### src/rtl/spifl_pkg.sv
package spifl_pkg;

    localparam int FL_ADDR_W = 24;

    // word indices of the register map (byte offset >> 2)
    localparam int STAT_WIDX = 1;
    localparam int ADDR_WIDX = 2;
    localparam int BUF_WIDX0 = 4;

    // combined register bit positions
    localparam int B_DONE  = 0;
    localparam int B_ERR   = 1;
    localparam int B_BUSY  = 5;
    localparam int B_GO    = 16;
    localparam int CYC_LSB = 17;
    localparam int CYC_W   = 4;
    localparam int CNT_LSB = 24;
    localparam int CNT_W   = 6;

    localparam logic [7:0] OPC_WREN = 8'h06;
    localparam logic [7:0] OPC_RDSR = 8'h05;

    typedef enum logic [3:0] {
        CYC_RD   = 4'd0,
        CYC_PROG = 4'd2,
        CYC_SE4  = 4'd3,
        CYC_SE64 = 4'd4
    } cyc_e;

    typedef enum logic [2:0] {
        PH_IDLE, PH_LAUNCH, PH_WREN, PH_CMD, PH_DATA, PH_POLL, PH_GAP, PH_DONE
    } phase_e;

    typedef struct packed {
        cyc_e                 cyc;
        logic [FL_ADDR_W-1:0] addr;
        logic [CNT_W-1:0]     cnt;
    } op_t;

    function automatic logic cyc_known(input logic [CYC_W-1:0] c);
        return (c == 4'd0) || (c == 4'd2) || (c == 4'd3) || (c == 4'd4);
    endfunction

    function automatic logic [7:0] cyc_opcode(input cyc_e c);
        case (c)
            CYC_PROG: return 8'h02;
            CYC_SE4:  return 8'h20;
            CYC_SE64: return 8'hD8;
            default:  return 8'h03;
        endcase
    endfunction

    function automatic logic cyc_has_data(input cyc_e c);
        return (c == CYC_RD) || (c == CYC_PROG);
    endfunction

endpackage

### src/rtl/spifl_regs.sv
module spifl_regs
    import spifl_pkg::*;
#(
    parameter int BUF_BYTES = 64
) (
    input  logic        clk,
    input  logic        rst,
    input  logic        wr,
    input  logic [7:0]  addr,
    input  logic [3:0]  be,
    input  logic [31:0] wdata,
    output logic [31:0] rdata,
    input  logic        busy,
    input  logic        op_done,
    output logic        go_ok,
    output op_t         op,
    output logic        flag_done,
    output logic        flag_err,
    input  logic        sq_we,
    input  logic [$clog2(BUF_BYTES)-1:0] sq_idx,
    input  logic [7:0]  sq_wbyte,
    output logic [7:0]  sq_rbyte
);
    localparam int IDX_W     = $clog2(BUF_BYTES);
    localparam int BUF_WORDS = BUF_BYTES / 4;

    logic [7:0]           bytes_q [BUF_BYTES];
    logic [FL_ADDR_W-1:0] addr_q;
    logic [5:0]           widx;
    logic [5:0]           woff;
    logic [IDX_W-3:0]     wk;
    logic                 stat_wr, go_req, err_set;

    assign widx    = addr[7:2];
    assign woff    = widx - 6'(BUF_WIDX0);
    assign wk      = woff[IDX_W-3:0];
    assign stat_wr = wr && (widx == 6'(STAT_WIDX));
    assign go_req  = stat_wr && be[2] && wdata[B_GO];
    assign go_ok   = go_req && !busy && cyc_known(wdata[CYC_LSB +: CYC_W]);
    assign err_set = go_req && !go_ok;
    assign sq_rbyte = bytes_q[sq_idx];

    always_ff @(posedge clk) begin
        if (rst) begin
            for (int i = 0; i < BUF_BYTES; i++) bytes_q[i] <= '0;
        end else begin
            for (int i = 0; i < BUF_BYTES; i++) begin
                if (wr && widx == 6'(BUF_WIDX0 + i / 4) && be[i % 4])
                    bytes_q[i] <= wdata[8 * (i % 4) +: 8];
            end
            if (sq_we) bytes_q[sq_idx] <= sq_wbyte;
        end
    end

    always_ff @(posedge clk) begin
        if (rst) begin
            addr_q    <= '0;
            op        <= '{cyc: CYC_RD, addr: '0, cnt: '0};
            flag_done <= 1'b0;
            flag_err  <= 1'b0;
        end else begin
            if (wr && widx == 6'(ADDR_WIDX)) begin
                if (be[0]) addr_q[7:0]   <= wdata[7:0];
                if (be[1]) addr_q[15:8]  <= wdata[15:8];
                if (be[2]) addr_q[23:16] <= wdata[23:16];
            end
            if (go_ok) begin
                op.cyc  <= cyc_e'(wdata[CYC_LSB +: CYC_W]);
                op.cnt  <= wdata[CNT_LSB +: CNT_W];
                op.addr <= addr_q;
            end
            // clear first, set afterwards: a set on the same edge wins
            if (stat_wr && be[0] && wdata[B_DONE]) flag_done <= 1'b0;
            if (op_done)                           flag_done <= 1'b1;
            if (stat_wr && be[0] && wdata[B_ERR])  flag_err  <= 1'b0;
            if (err_set)                           flag_err  <= 1'b1;
        end
    end

    always_comb begin
        rdata = '0;
        if (widx == 6'(STAT_WIDX)) begin
            rdata[B_DONE]                = flag_done;
            rdata[B_ERR]                 = flag_err;
            rdata[B_BUSY]                = busy;
            rdata[CYC_LSB +: CYC_W]      = op.cyc;
            rdata[CNT_LSB +: CNT_W]      = op.cnt;
        end else if (widx == 6'(ADDR_WIDX)) begin
            rdata[FL_ADDR_W-1:0] = addr_q;
        end else if (widx >= 6'(BUF_WIDX0) && widx < 6'(BUF_WIDX0 + BUF_WORDS)) begin
            rdata = {bytes_q[{wk, 2'd3}], bytes_q[{wk, 2'd2}],
                     bytes_q[{wk, 2'd1}], bytes_q[{wk, 2'd0}]};
        end
    end

endmodule

### src/rtl/spifl_shift.sv
module spifl_shift #(
    parameter int SCK_DIV = 2
) (
    input  logic       clk,
    input  logic       rst,
    input  logic       start,
    input  logic [7:0] tx_byte,
    output logic       done,
    output logic [7:0] rx_byte,
    output logic       sck,
    output logic       mosi,
    input  logic       miso
);
    localparam int CW = $clog2(SCK_DIV + 1);

    logic [CW-1:0] cnt;
    logic          run;
    logic [2:0]    bit_n;
    logic [7:0]    sh;

    assign mosi = sh[7];

    always_ff @(posedge clk) begin
        if (rst) begin
            cnt     <= '0;
            run     <= 1'b0;
            bit_n   <= '0;
            sh      <= '0;
            rx_byte <= '0;
            sck     <= 1'b0;
            done    <= 1'b0;
        end else begin
            done <= 1'b0;
            if (start) begin
                sh    <= tx_byte;
                run   <= 1'b1;
                cnt   <= '0;
                bit_n <= '0;
                sck   <= 1'b0;
            end else if (run) begin
                if (cnt == CW'(SCK_DIV - 1)) begin
                    cnt <= '0;
                    if (!sck) begin
                        sck     <= 1'b1;
                        rx_byte <= {rx_byte[6:0], miso};
                    end else begin
                        sck <= 1'b0;
                        if (bit_n == 3'd7) begin
                            run  <= 1'b0;
                            done <= 1'b1;
                        end else begin
                            bit_n <= bit_n + 3'd1;
                            sh    <= {sh[6:0], 1'b0};
                        end
                    end
                end else begin
                    cnt <= cnt + CW'(1);
                end
            end
        end
    end

endmodule

### src/rtl/spifl_seq.sv
module spifl_seq
    import spifl_pkg::*;
#(
    parameter int BUF_BYTES = 64,
    parameter int CS_GAP    = 4
) (
    input  logic       clk,
    input  logic       rst,
    input  logic       go_ok,
    input  op_t        op,
    output logic       busy,
    output logic       op_done,
    output logic       cs_n,
    output logic       sh_start,
    output logic [7:0] sh_byte,
    input  logic       sh_done,
    input  logic [7:0] sh_rx,
    output logic       sq_we,
    output logic [$clog2(BUF_BYTES)-1:0] sq_idx,
    output logic [7:0] sq_wbyte,
    input  logic [7:0] sq_rbyte
);
    localparam int IDX_W = $clog2(BUF_BYTES);
    localparam int GW    = $clog2(CS_GAP + 1);

    phase_e        ph, ph_after;
    logic [6:0]    bidx;
    logic          wait_q;
    logic [GW-1:0] gcnt;
    logic          last_data;

    assign busy      = (ph != PH_IDLE);
    assign op_done   = (ph == PH_DONE);
    assign sh_start  = (ph == PH_WREN || ph == PH_CMD || ph == PH_DATA || ph == PH_POLL) && !wait_q;
    assign last_data = (bidx == {1'b0, op.cnt});
    assign sq_idx    = bidx[IDX_W-1:0];
    assign sq_we     = (ph == PH_DATA) && sh_done && (op.cyc == CYC_RD);
    assign sq_wbyte  = sh_rx;

    always_comb begin
        case (ph)
            PH_WREN: sh_byte = OPC_WREN;
            PH_CMD: begin
                case (bidx[1:0])
                    2'd0:    sh_byte = cyc_opcode(op.cyc);
                    2'd1:    sh_byte = op.addr[23:16];
                    2'd2:    sh_byte = op.addr[15:8];
                    default: sh_byte = op.addr[7:0];
                endcase
            end
            PH_DATA: sh_byte = (op.cyc == CYC_PROG) ? sq_rbyte : 8'h00;
            PH_POLL: sh_byte = (bidx == 7'd0) ? OPC_RDSR : 8'h00;
            default: sh_byte = 8'h00;
        endcase
    end

    always_ff @(posedge clk) begin
        if (rst) begin
            ph       <= PH_IDLE;
            ph_after <= PH_IDLE;
            bidx     <= '0;
            wait_q   <= 1'b0;
            gcnt     <= '0;
            cs_n     <= 1'b1;
        end else begin
            if (sh_start) wait_q <= 1'b1;
            case (ph)
                PH_IDLE: if (go_ok) ph <= PH_LAUNCH;
                PH_LAUNCH: begin
                    cs_n <= 1'b0;
                    bidx <= '0;
                    ph   <= (op.cyc == CYC_RD) ? PH_CMD : PH_WREN;
                end
                PH_WREN: if (sh_done) begin
                    wait_q   <= 1'b0;
                    cs_n     <= 1'b1;
                    ph_after <= PH_CMD;
                    ph       <= PH_GAP;
                end
                PH_CMD: if (sh_done) begin
                    wait_q <= 1'b0;
                    if (bidx == 7'd3) begin
                        bidx <= '0;
                        if (cyc_has_data(op.cyc)) begin
                            ph <= PH_DATA;
                        end else begin
                            cs_n     <= 1'b1;
                            ph_after <= PH_POLL;
                            ph       <= PH_GAP;
                        end
                    end else begin
                        bidx <= bidx + 7'd1;
                    end
                end
                PH_DATA: if (sh_done) begin
                    wait_q <= 1'b0;
                    if (last_data) begin
                        bidx <= '0;
                        cs_n <= 1'b1;
                        if (op.cyc == CYC_RD) begin
                            ph <= PH_DONE;
                        end else begin
                            ph_after <= PH_POLL;
                            ph       <= PH_GAP;
                        end
                    end else begin
                        bidx <= bidx + 7'd1;
                    end
                end
                PH_POLL: if (sh_done) begin
                    wait_q <= 1'b0;
                    if (bidx == 7'd0) begin
                        bidx <= 7'd1;
                    end else begin
                        bidx     <= '0;
                        cs_n     <= 1'b1;
                        ph_after <= sh_rx[0] ? PH_POLL : PH_DONE;
                        ph       <= PH_GAP;
                    end
                end
                PH_GAP: begin
                    if (gcnt == GW'(CS_GAP - 1)) begin
                        gcnt <= '0;
                        ph   <= ph_after;
                        if (ph_after != PH_DONE) cs_n <= 1'b0;
                    end else begin
                        gcnt <= gcnt + GW'(1);
                    end
                end
                default: ph <= PH_IDLE;
            endcase
        end
    end

endmodule

### src/rtl/spifl_ctrl.sv
module spifl_ctrl
    import spifl_pkg::*;
#(
    parameter int BUF_BYTES = 64,
    parameter int SCK_DIV   = 2,
    parameter int CS_GAP    = 4
) (
    input  logic        clk,
    input  logic        rst,
    input  logic        reg_wr,
    input  logic [7:0]  reg_addr,
    input  logic [3:0]  reg_be,
    input  logic [31:0] reg_wdata,
    output logic [31:0] reg_rdata,
    output logic        spi_cs_n,
    output logic        spi_sck,
    output logic        spi_mosi,
    input  logic        spi_miso
);
    localparam int IDX_W = $clog2(BUF_BYTES);

    logic             seq_busy, op_done, go_ok, flag_done, flag_err;
    op_t              op;
    logic             sq_we;
    logic [IDX_W-1:0] sq_idx;
    logic [7:0]       sq_wbyte, sq_rbyte;
    logic             sh_start, sh_done;
    logic [7:0]       sh_byte, sh_rx;

    spifl_regs #(.BUF_BYTES(BUF_BYTES)) u_regs (
        .clk(clk), .rst(rst), .wr(reg_wr), .addr(reg_addr), .be(reg_be),
        .wdata(reg_wdata), .rdata(reg_rdata), .busy(seq_busy), .op_done(op_done),
        .go_ok(go_ok), .op(op), .flag_done(flag_done), .flag_err(flag_err),
        .sq_we(sq_we), .sq_idx(sq_idx), .sq_wbyte(sq_wbyte), .sq_rbyte(sq_rbyte)
    );

    spifl_seq #(.BUF_BYTES(BUF_BYTES), .CS_GAP(CS_GAP)) u_seq (
        .clk(clk), .rst(rst), .go_ok(go_ok), .op(op), .busy(seq_busy),
        .op_done(op_done), .cs_n(spi_cs_n), .sh_start(sh_start), .sh_byte(sh_byte),
        .sh_done(sh_done), .sh_rx(sh_rx), .sq_we(sq_we), .sq_idx(sq_idx),
        .sq_wbyte(sq_wbyte), .sq_rbyte(sq_rbyte)
    );

    spifl_shift #(.SCK_DIV(SCK_DIV)) u_shift (
        .clk(clk), .rst(rst), .start(sh_start), .tx_byte(sh_byte), .done(sh_done),
        .rx_byte(sh_rx), .sck(spi_sck), .mosi(spi_mosi), .miso(spi_miso)
    );

endmodule

### config.mk
export PLATFORM = sky130hd
export DESIGN_NAME = spifl_ctrl
export DESIGN_NICKNAME = d
export VERILOG_FILES = /design/src/rtl/spifl_pkg.sv /design/src/rtl/spifl_regs.sv /design/src/rtl/spifl_shift.sv /design/src/rtl/spifl_seq.sv /design/src/rtl/spifl_ctrl.sv
export SDC_FILE = /design/constraint.sdc
export NUM_CORES = 2
export LEC_CHECK = 0
export BUFFER_PORTS_ARGS = -buffer_cell sky130_fd_sc_hd__buf_2
export CELL_PAD_IN_SITES_DETAIL_PLACEMENT = 2
export CELL_PAD_IN_SITES_GLOBAL_PLACEMENT = 2
export CORE_MARGIN = 3
export CORE_UTILIZATION = 34
export CTS_BUF_LIST = sky130_fd_sc_hd__clkbuf_4
export DETAILED_ROUTE_END_ITERATION = 8
export PLACE_DENSITY_LB_ADDON = 0.1
export SLEW_MARGIN = 20
export SYNTH_ARGS = -nofsm -noshare
export SYNTH_HDL_FRONTEND = slang
export SYNTH_SLANG_ARGS = --single-unit
### constraint.sdc
create_clock -name clk -period 3.3 [get_ports clk]
set_clock_uncertainty 0.2 [all_clocks]
set_input_delay 0.33 -clock clk [delete_from_list [all_inputs] [get_ports clk]]
set_output_delay 0.33 -clock clk [all_outputs]
set_load 0.02 [all_outputs]
==> impl_metrics.yaml <==
outcome:
  outcome: "complete, but fails checks"
  violations: "setup timing"
critical_path:
  start_kind: "register"
  rr_worst_depth: 6
  required_ns: 2.77
  crit_type: "reg2out"
  arrival_ns: 3.42
  crit_fanout: 2
  end_kind: "output port"
  reg2reg_to: "u_regs.bytes_q[35][6]$_DFFE_PP_"
  r2r_slack_ns: 0.18
  r2r-start: "u_regs.op[30]$_SDFFE_PP0P_"
pwr:
  clock_power_share_pct: 38.8
  p_seq_share_pct: 47.4
  power_switching_mw: 6.25
  power_density_nw_per_um2: 460
  vdd_ir_drop_max_uv: 213
  leakage_nw: 14.8
  internal_power_mw: 14.0
  comb_power_share_pct: 13.8
  p_sw_share_pct: 30.9
  total_power_mw: 20.2
sta:
  fin_ws_ns: -0.648
  min_period_ns: 3.95
  slew_viol_final: 0
  finalSetupViolations: 33
  finalHoldViolations: 0
  max_freq_mhz: 253
  fin_crit_sh_pct: 120
  worstMarginPinSlew_ns: 0.987
  rsz0062_at_grt: "yes"
  maxSlewHeadroom_pct: 34.2
logic_synthesis:
  synth-simple-area-share_pct: 14.7
  synth_xor_xnor_area_share_pct: 0.336
  synth_top_family_by_area: "multiplexers"
  avgSynthCellArea_um2: 10.7
  ys_types: 68
  synth_top_area_share_pct: 42.2
  yosysWarningCount: 0
  yosysTopAreaCell: "edfxtp_1"
  async_reset_ff_share_pct: 0
  synthMuxAreaShare_pct: 20.3
  syn_nets: 3460
  synth-compound-area-share_pct: 12.2
  ys_top_cells_by_area: "edfxtp_1 42%, mux4_2 18%, nand2_1 9.2%"
  synth_cells: 3400
  ys_ff_latch: 620
  synthAdderAreaFrac_pct: 0.439
  synth-main-ff-cell: "edfxtp_1"
  synth_edf_count: 512
  synth_area_um2: 36500
  synth-seq-area-share_pct: 48.1
routing:
  drt_iter0_drc: 5458
  vias_per_cell: 6.50
  wl_per_cell_um: 40.9
  drcViolationCount: 0
  ant_nets: 0
  wl_um: 219000
  vias: 34800
  first_pass_iters: 6
die:
  dieHeight_um: 333
  ios: 83
  initial_core_util_pct: 34.4
  die_w_um: 333
  fp-row-count: 119
  floorplan.die_area_um2: 111000
  core_um2: 106000
layout:
  drive_gt1_share_pct: 28.6
  fin_nets: 3866
  syn_to_final_growth_pct: 20.7
  fin_util_pct: 41.6
grt:
  overflow: 0
  antenna_found_initial: 33
  grt_pass1_vias: 34000
  grt_max_degree: 122
  grt_pass1_wl_um: 293000
  grt_use_total_pct: 38.7
flow_run:
  cap_violations: 0
placement:
  dpl.hpwl_um: 163000
  port_buffers: 80
  gp_congestion: 1.07
clock_network:
  htree_levels: 4
  cts_made_buffers: 181
  cts_tree: "built"
  clkLatencyLatePin_ns: 1.15
  cts.path.max_buffers: 3
  root_buffer: "clkbuf_4"
  clock_sink_count: 620
  clk_pin_slew_ns: 0.07
min_path:
  hp-start: "reg_wdata[2]"
  min_to: "u_regs.bytes_q[20][2]$_DFFE_PP_"
  hold_path_depth: 4
  hold_class: "in2reg"
==> critical path, stage by stage (launching register included) <==
cell and delay [ns]:
edfxtp_1 0.55, mux4_2 0.57, mux4_2 0.62, a221oi_4 0.33
nor2_2 0.08, buf_6 0.13
==> layout by cell type (no fill, tap or decap), types with 8 or more instances in the layout <==
master / count
nor2_1: 189
nand3b_1: 8
buf_4: 346
or3b_2: 8
diode_2: 15
o21ai_0: 471
nand3_1: 30
a21oi_1: 72
buf_12: 31
o21ai_1: 15
buf_6: 13
buf_2: 65
xor2_1: 11
nor2b_1: 12
or3_1: 10
a2111oi_0: 8
mux2i_1: 77
nor2_2: 17
ha_1: 12
nor2_4: 8
inv_1: 15
a211o_1: 59
mux4_2: 290
dfxtp_1: 96
o31ai_1: 48
nand2_1: 888
edfxtp_1: 512
a22oi_1: 18
nor3_1: 10
mux2_2: 8
dlygate4sd3_1: 88
clkinv_1: 32
a31oi_1: 9
clkbuf_4: 275
nand2b_1: 50
dfxtp_4: 11
==> stage by stage <==
step	instances	worst slack (ns)	area (um2)	TNS (ns)	hold slack, ns
2_1_floorplan	3400	0.0600	36500	0	0.222
3_3_place_gp	4811	0.0860	39700	0	0.231
3_5_place_dp	4811	0.102	39700	0	0.253
4_1_cts	5316	-0.624	43800	-17.25	0.00444
5_1_grt	5343	-0.718	44000	-18.81	0.0355
6_report	5352	-0.648	44000	-16.13	0.0754
==> cell usage after synthesis (3+ instances only) <==
library cell / n
a2111oi_0: 9
a211o_1: 59
a211oi_1: 4
a21o_1: 3
a21oi_1: 73
a221oi_1: 12
a22oi_1: 23
a311oi_1: 4
a31o_2: 3
a31oi_1: 9
and3_1: 8
buf_1: 17
buf_2: 73
buf_4: 20
clkbuf_1: 210
dfxtp_1: 108
edfxtp_1: 512
ha_1: 12
inv_1: 15
mux2_2: 8
mux2i_1: 77
mux4_2: 290
nand2_1: 894
nand2b_1: 50
nand3_1: 36
nand3b_1: 8
nand4_1: 5
nand4b_1: 3
nor2_1: 193
nor2_2: 13
nor2_4: 8
nor2b_1: 12
nor3_1: 12
nor4_1: 4
o211ai_1: 4
o21ai_0: 471
o21ai_1: 15
o22ai_1: 6
o31ai_1: 48
or3_1: 10
or3b_2: 8
or4b_1: 3
xnor2_1: 3
xor2_1: 11
==> area by class of cell <==
type                       instances  area, um2
antenna                           15       37.5
clock buffer                     275       2060
clock inverter                    48        283
fill                           11100      61800
inverter                          15       56.3
multi-input combinational       2444      17700
sequential                       620      17600
tap                             1391       1740
timing repair buffer             544       4590
==> sequential cells by signal, indices dropped and copies added (netlist names), named ones only <==
register          count
u_shift.run           1
u_shift.sh            8
u_seq.bidx            7
u_shift.rx_byte       8
u_regs.bytes_q      512
u_shift.done          1
u_seq.cs_n            1
u_seq.gcnt            3
u_regs.flag_err       1
u_seq.wait_q          1
u_shift.sck           1
u_seq.ph_after        3
u_shift.bit_n         3
u_shift.cnt           2
u_seq.ph              3
u_regs.op            34
u_regs.addr_q        24
u_regs.flag_done      1
==> worst max-delay path by stage <==
stage	start	end	slack, ns
global placement	reg_addr[2]	reg_rdata[15]	0.09
finish	u_regs.bytes_q[2][3]$_DFFE_PP_	reg_rdata[19]	-0.65
floorplan	reg_addr[4]	reg_rdata[14]	0.06
detailed placement	reg_addr[2]	reg_rdata[15]	0.10
CTS	u_regs.bytes_q[2][1]$_DFFE_PP_	reg_rdata[17]	-0.62
global route	u_regs.bytes_q[2][3]$_DFFE_PP_	reg_rdata[19]	-0.72
==> kinds of logic after synthesis <==
| group | count (synthesis) |
|---|---|
| xor gates and xnor gates | 14 |
| buffers and inverters | 336 |
| DFF | 620 |
| and+or+nand+nor | 1281 |
| adders and majority gates | 13 |
| muxes | 375 |
| AOI/OAI and AO/OA | 761 |
==> per-layer routing <==
layer	share of wire (%)	wire length, um	GRT usage (%)
met5	0.036	79	0
met3	11	25100	9.95
met2	43	93100	56.0
met4	5.7	12500	19.6
met1	40	88200	53.5
==> power by group through the flow <==
stage	clock [mW]	sequential, mW	combinational (mW)
5_1_grt	8.38	9.55	2.82
4_1_cts	7.95	9.53	2.67
3_5_place_dp	0	9.74	2.43
6_report	7.86	9.59	2.79
3_3_place_gp	0	9.74	2.38
2_1_floorplan	0	9.25	1.27
==> repair_timing <==
action                                 4_1_cts  5_1_grt
setup endpoints to repair                   32       36
pin swaps                                   26        4
setup buffers                               94       21
gates cloned                                 0        0
gates resized for setup                     42       13
endpoints found under the hold margin      915        0
hold buffers                                88        0
No activity file was read; power rests on OpenSTA's default activity.
